## config.mk

```make
export PLATFORM = sky130hd
export DESIGN_NAME = baud_tick_gen
export DESIGN_NICKNAME = d
export VERILOG_FILES = /design/src/rtl/baud_tick_gen.sv
export SDC_FILE = /design/constraint.sdc
export NUM_CORES = 1
export LEC_CHECK = 0
export BUFFER_PORTS_ARGS = -buffer_cell sky130_fd_sc_hd__buf_4
export CORE_MARGIN = 3
export CORE_UTILIZATION = 41
export DETAILED_ROUTE_END_ITERATION = 10
export PLACE_DENSITY_LB_ADDON = 0.2
export SYNTH_ARGS = -nofsm -noshare
export SYNTH_HDL_FRONTEND = slang
export SYNTH_SLANG_ARGS = --single-unit
export TNS_END_PERCENT = 50
```

## constraint.sdc

```tcl
create_clock -name clk -period 5.8 [get_ports clk]
set_clock_uncertainty 0.15 [all_clocks]
set_input_delay 1.16 -clock clk [delete_from_list [all_inputs] [get_ports clk]]
set_output_delay 1.16 -clock clk [all_outputs]
set_load 0.05 [all_outputs]
```

## src/rtl/baud_tick_gen.sv

```systemverilog
module baud_tick_gen #(
  parameter int SEL_W  = 3,
  parameter int TX_DIV = 16
) (
  input  logic             clk,
  input  logic             rst_n,
  input  logic [1:0]       pre_code,
  input  logic [SEL_W-1:0] sel_code,
  input  logic             cnt_clr,
  output logic             rx_tick,
  output logic             tx_tick
);
  localparam int SCNT_W = (1 << SEL_W) - 1;
  localparam int TX_W   = $clog2(TX_DIV);

  logic [3:0]       pre_cnt, pre_last;
  logic [SCNT_W-1:0] sel_cnt, sel_mask;
  logic [SCNT_W:0]   sel_span;
  logic [TX_W-1:0]  tx_cnt;
  logic [1:0]       pre_q;
  logic [SEL_W-1:0] sel_q;
  logic             pre_hit, sel_hit, tx_hit, restart;

  always_comb begin
    case (pre_code)
      2'b00:   pre_last = 4'd0;
      2'b01:   pre_last = 4'd2;
      2'b10:   pre_last = 4'd3;
      default: pre_last = 4'd12;
    endcase
  end

  assign sel_span = (SCNT_W+1)'(1) << sel_code;
  assign sel_mask = SCNT_W'(sel_span - 1'b1);
  assign pre_hit  = (pre_cnt == pre_last);
  assign sel_hit  = (sel_cnt == sel_mask);
  assign tx_hit   = (tx_cnt == TX_W'(TX_DIV - 1));
  assign restart  = cnt_clr | (pre_code != pre_q) | (sel_code != sel_q);

  always_ff @(posedge clk or negedge rst_n) begin
    if (!rst_n) begin
      pre_q   <= '0;
      sel_q   <= '0;
      pre_cnt <= '0;
      sel_cnt <= '0;
      tx_cnt  <= '0;
      rx_tick <= 1'b0;
      tx_tick <= 1'b0;
    end else begin
      pre_q <= pre_code;
      sel_q <= sel_code;
      if (restart) begin
        pre_cnt <= '0;
        sel_cnt <= '0;
        tx_cnt  <= '0;
        rx_tick <= 1'b0;
        tx_tick <= 1'b0;
      end else begin
        rx_tick <= pre_hit & sel_hit;
        tx_tick <= pre_hit & sel_hit & tx_hit;
        pre_cnt <= pre_hit ? '0 : pre_cnt + 4'd1;
        if (pre_hit)
          sel_cnt <= sel_hit ? '0 : sel_cnt + 1'b1;
        if (pre_hit && sel_hit)
          tx_cnt <= tx_hit ? '0 : tx_cnt + 1'b1;
      end
    end
  end
endmodule

```

## Word-level counts from Yosys, hierarchy flattened

Cells that the tools add are included.

| operators by class | value |
|---|---|
| equality and inequality tests | 7 |
| $lt $le $gt $ge | 0 |
| shift operators | 1 |
| muxes and demuxes | 11 |
| add/subtract/negate cells | 4 |
| reductions and logical operators | 4 |
| bitwise gates (word level) | 4 |
| divide/modulo/power cells | 0 |
| multipliers | 0 |

Operator list:

| kind | count |
|---|---|
| $mux W7 | 3 |
| $mux W4 | 5 |
| $pmux W4 S3 | 1 |
| $add A4 B1 Y4 const B | 2 |
| $add A7 B1 Y7 const B | 1 |
| $eq A7 B7 Y1 | 1 |
| $shl A1 B3 Y7 const A | 1 |
| $sub A7 B1 Y7 const B | 1 |
| $eq A4 B4 Y1 | 1 |
| $eq A4 B4 Y1 const B | 1 |
| $reduce_bool A2 Y1 | 2 |
| $ne A3 B3 Y1 | 1 |
| $and A1 B1 Y1 | 2 |
| $eq A2 B1 Y1 const B | 1 |
| $eq A2 B2 Y1 const B | 1 |
| $logic_not A2 Y1 | 1 |
| $mux W1 | 2 |
| $ne A2 B2 Y1 | 1 |
| $or A1 B1 Y1 | 2 |
| $logic_and A1 B1 Y1 | 1 |

| storage, ports and cells | value |
|---|---|
| RAM bits | 0 |
| flip-flop bits (word level) | 22 |
| memory bits (read-only) | 0 |
| memories kept | 0 |
| latch bits | 0 |

## Logic depth before layout (Yosys ltp)

| logic depth | value |
|---|---|
| depth after elaboration | 6 |
| depth in mapped cells | 12 |

## Least setup slack after synthesis

OpenSTA, ideal clock, no wires.

| timing path | value |
|---|---|
| path type | input -> register |
| start point | input port sel_code[0] |
| end point | register sel_cnt[3] |
| arrival time | 3456 ps |
| setup time | 82 ps |
| path slack | 2112 ps |
| required time | 5568 ps |
| stages | 11 |
| cell sequence | buf_6 or3_2 ha_1 buf_6 xor2_1 o2bb2a_2 xnor2_4 nor4bb_1 buf_4 or4_1 a31oi_1 |

| between the ends | value |
|---|---|
| longest elaborated chain between the ends | 6 |
| elaborated cells on any way between the ends | 9 |

RTL lines:

| what | line | RTL |
|---|---|---|
| from (decl) | 8 | `input logic [SEL_W-1:0] sel_code,` |
| $shl A1 B3 Y7 | 33 | `assign sel_span = (SCNT_W+1)'(1) << sel_code;` |
| $sub A7 B1 Y7 | 34 | `assign sel_mask = SCNT_W'(sel_span - 1'b1);` |
| $eq A7 B7 Y1 | 36 | `assign sel_hit = (sel_cnt == sel_mask);` |
| $mux W7 | 63 | `sel_cnt <= sel_hit ? '0 : sel_cnt + 1'b1;` |
| $mux W7 | 62 | `if (pre_hit)` |
| $mux W7 | 52 | `if (restart) begin` |
| to (signal assigned) | 63 |  |
| to (decl) | 17 | `logic [SCNT_W-1:0] sel_cnt, sel_mask;` |

Several ways; a longest one is shown, not always the timed one. The select of a mux whose other input is x is not followed.
A chain may end at the register's enable or synchronous reset.

## Worst setup path in the final report

| timing path | value |
|---|---|
| start point | input port sel_code[0] |
| end point | register tx_cnt[2] |

| between the ends | value |
|---|---|
| longest elaborated chain between the ends | 5 |
| elaborated cells on any way between the ends | 8 |

RTL lines:

| what | line | RTL |
|---|---|---|
| $shl A1 B3 Y7 | 33 |  |
| $sub A7 B1 Y7 | 34 |  |
| $eq A7 B7 Y1 | 36 |  |
| $logic_and A1 B1 Y1 | 64 | `if (pre_hit && sel_hit)` |
| $reduce_bool A2 Y1 (no source line) | n/a |  |
| to (signal assigned) | 65 | `tx_cnt <= tx_hit ? '0 : tx_cnt + 1'b1;` |
| to (decl) | 19 | `logic [TX_W-1:0] tx_cnt;` |

Several ways; a longest one is shown, not always the timed one.

==> summary.md <==
| Metric | Value |
|---|---|
| DIE HEIGHT | between 60 and 70 um |
| Post-CTS Setup Inserts | 0 |
| Switching power | 0.0702 mW |
| Post-CTS Hold Buffers | 0 |
| RSZ-0062 raised after global routing | no |
| Final Net Count | roughly 160 |
| Largest net degree at the start of global routing | 23 |
| Final ANT Viol Nets | 0 |
| Port bufs | 9 |
| Async S/R FF share, synth | 100% |
| Initial DRC Count | 26 |
| Core area | about 0.0032 sq mm |
| Worst path arrival time | approximately 3.8 ns |
| Crit path cell chain | buf_4 -> or3_2 -> ha_1 -> xor2_1 -> o2bb2a_2 -> xnor2_4 -> nor4bb_2 -> a31o_2 -> a21oi_1 |
| Post-DP HPWL | ~1800 um |
| Buf/Inv on CP | 1 |
| Sequential-to-total area share from yosys stat | slightly below 40% |
| Routed WL per cell | 13.4 um |
| Number of synthesized register bits | 22 |
| Reg power frac | 50.3% |
| Maximum clock rate | 0.264 GHz |
| Outcome | complete, no violations |
| Initial antenna violation count | 0 |
| Cell area after synthesis | about 0.0014 sq mm |
| # diodes | 0 |
| CP Class | primary input to register |
| Routed vias/inst | 5.26 |
| Clk Latency, worst-skew pair | a little over 0.3 ns |
| Fillcell total | 308 |
| CTS buffer count | 3 |
| Die area | 0.00415 sq mm |
| Min-Delay Path Class | register to register |
| Final Util | 47.1% |
| Max Cap Violations | 0 |
| Vias in the first global route | between 900 and 1k |
| Layout cells sized above 1 | between 10% and 20% |
| DRC errors left | 0 |
| Crit path time final | 3.78 ns |
| Crit-path max FO | 10 |
| Remaining global-route overflow | 0 |
| Critical Path End Type | register |
| Clock sink total | 22 |
| Fin. Hold Viols | 0 |
| Die Width | around 64 um |
| Crit path max-delay family | simple AND/OR/NAND/NOR gates |
| Root Buffer | clkbuf_4 |
| Slowest cell on crit path | nor4bb_2 |
| Area grow syn2layout | 5.99% |
| Final setup fails | 0 |
| TritonCTS clock tree | yes |
| Post-synthesis area per instance | approximately 10 sq um |
| Cell-internal power | roughly 0.24 mW |
| Max-slew violation count | 0 |
| Worst stage delay on the critical path | roughly 0.76 ns |
| Router iterations before antenna repair | 4 |
| Post_cts resized | 0 |
| Power Density | roughly 210 mW/mm^2 |
| Maximum clock path buffer count | 2 |
| Clock Power Share | between 30% and 40% |
| Cell variety after synth | 40 |
| Ys flop type | dfrtp_1 |
| Yosys warns | 0 |
| GP Congestion | between 0.8 and 0.9 |
| Req. time, crit path | roughly 5.8 ns |
| CTS H-tree depth | 1 |
| Peak supply drop | 155 uV |
| Setup_tns | 0 ns |
| Slew HR | between 40% and 50% |
| Part of the cycle the worst path needs | between 60% and 70% |
| Slew @ Worst Pin | 0.832 ns |
| Via count | between 1k and 1.5k |
| First-pass GRT wire length | 4400 um |
| Synthesized instance count | 144 |
| Leak Pwr | slightly below 0.6 nW |
| Clk slew on worst S/H paths | about 0.12 ns |
| Worst setup SP type | primary input |
| GR Util All Layers | a little over an eighth |
| Initial core utilization | 44.4% |
| EDFF count, synth | 0 |
| Comb power frac | between 10% and 20% |
| Switching Share | approximately 23% |
| Row count | 20 |
| Total Routed Length | around 2600 um |
| Mapped Nets | between 150 and 200 |
| I/O Pins | 10 |
[stage by stage]
step	setup slack [ns]	std cells	cell area (sq um)	power, mW	hold WS (ns)
final	2.02	191	1480	0.311	0.385
after global routing	1.80	191	1480	0.325	0.420
after CTS	1.68	191	1480	0.316	0.390
after detailed placement	1.36	187	1430	0.197	0.373
after global placement	1.50	187	1430	0.196	0.351
after floorplan	2.11	144	1400	0.190	0.322
[layout by cell type, fill, tap and decap left out, types with 2 or more instances in the layout]
cell type,instances
a21oi_1,9
xor2_1,4
inv_1,6
or3_1,2
buf_4,9
nor3_1,4
o21ai_0,3
clkbuf_4,3
nand3_1,12
xnor2_1,9
ha_1,6
nor2_1,9
or4_1,4
nand2_1,12
or2_2,2
a31oi_1,7
dfrtp_1,22
nand4_1,3
nand2b_1,2
[final timing paths]
check / startpoint / end / slack, ns / depth (start not counted)
worst max-delay path: sel_code[0] / tx_cnt[2]$_DFFE_PN0P_ / 2.02 / 9
worst min-delay path: pre_cnt[0]$_DFF_PN0_ / pre_cnt[0]$_DFF_PN0_ / 0.39 / 1
worst max register to register: sel_cnt[2]$_DFFE_PN0P_ / tx_cnt[2]$_DFFE_PN0P_ / 3.44 / 6
worst min register to register: pre_cnt[0]$_DFF_PN0_ / pre_cnt[0]$_DFF_PN0_ / 0.39 / 1
max in group asynchronous: rst_n / tx_tick$_DFF_PN0_ / 4.71 / 1
min in group asynchronous: rst_n / sel_q[0]$_DFF_PN0_ / 0.57 / 1
[final cells by class]
class / instances / area (sq um) / share of cell area, %
well taps: 44 / 55.1 / 3.71
clock inverters: 1 / 30.0 / 2.02
repair buffers: 9 / 67.6 / 4.55
multi-input cells: 106 / 736 / 49.6
inverters: 6 / 22.5 / 1.52
flip-flops and latches: 22 / 551 / 37.1
clock buffers: 3 / 22.5 / 1.52
[sequential cells by signal (all words and copies together) (netlist names)]
name,flops
pre_q,2
sel_q,3
pre_cnt,4
tx_cnt,4
rx_tick,1
sel_cnt,7
tx_tick,1
[cell families after synthesis]
| group | synth area share (%) |
|---|---|
| AOI/OAI and AO/OA | 12.1 |
| xor gates and xnor gates | 10.1 |
| adders and majority gates | 5.36 |
| buffers and inverters | 8.58 |
| DFF | 39.3 |
| muxes | 0.715 |
| and+or+nand+nor | 23.9 |
[metal layers]
layer | vias to the layer above | track usage [%] | wire [um]
met5 | - | 0 | 0
met4 | 0 | 2.37 | 15
met3 | 2 | 4.85 | 121
met2 | 13 | 22.9 | 1180
met1 | 475 | 16.5 | 1230
li1 | 515 | - | -
[power groups by stage]
stage | Sequential, mW | Clock [mW] | Combinational [mW]
final | 0.156 | 0.117 | 0.0380
after global routing | 0.157 | 0.126 | 0.0423
after CTS | 0.156 | 0.121 | 0.0381
after detailed placement | 0.159 | 0 | 0.0380
after global placement | 0.159 | 0 | 0.0370
after floorplan | 0.159 | 0 | 0.0307
[synth_stat cells, types with 2 or more instances]
cell / n / area [sq um]
dfrtp_1: 22 / 551
nand2_1: 12 / 45.0
nand3_1: 12 / 60.1
a21oi_1: 9 / 45.0
nor2_1: 9 / 33.8
xnor2_1: 9 / 78.8
a31oi_1: 7 / 43.8
ha_1: 6 / 75.1
inv_1: 6 / 22.5
buf_6: 4 / 45.0
nor3_1: 4 / 20.0
or4_1: 4 / 30.0
xor2_1: 4 / 35.0
nand4_1: 3 / 18.8
o21ai_0: 3 / 15.0
buf_4: 2 / 15.0
clkbuf_8: 2 / 27.5
nand2b_1: 2 / 12.5
or2_2: 2 / 12.5
or3_1: 2 / 12.5
No activity file was read; power rests on OpenSTA's default activity.
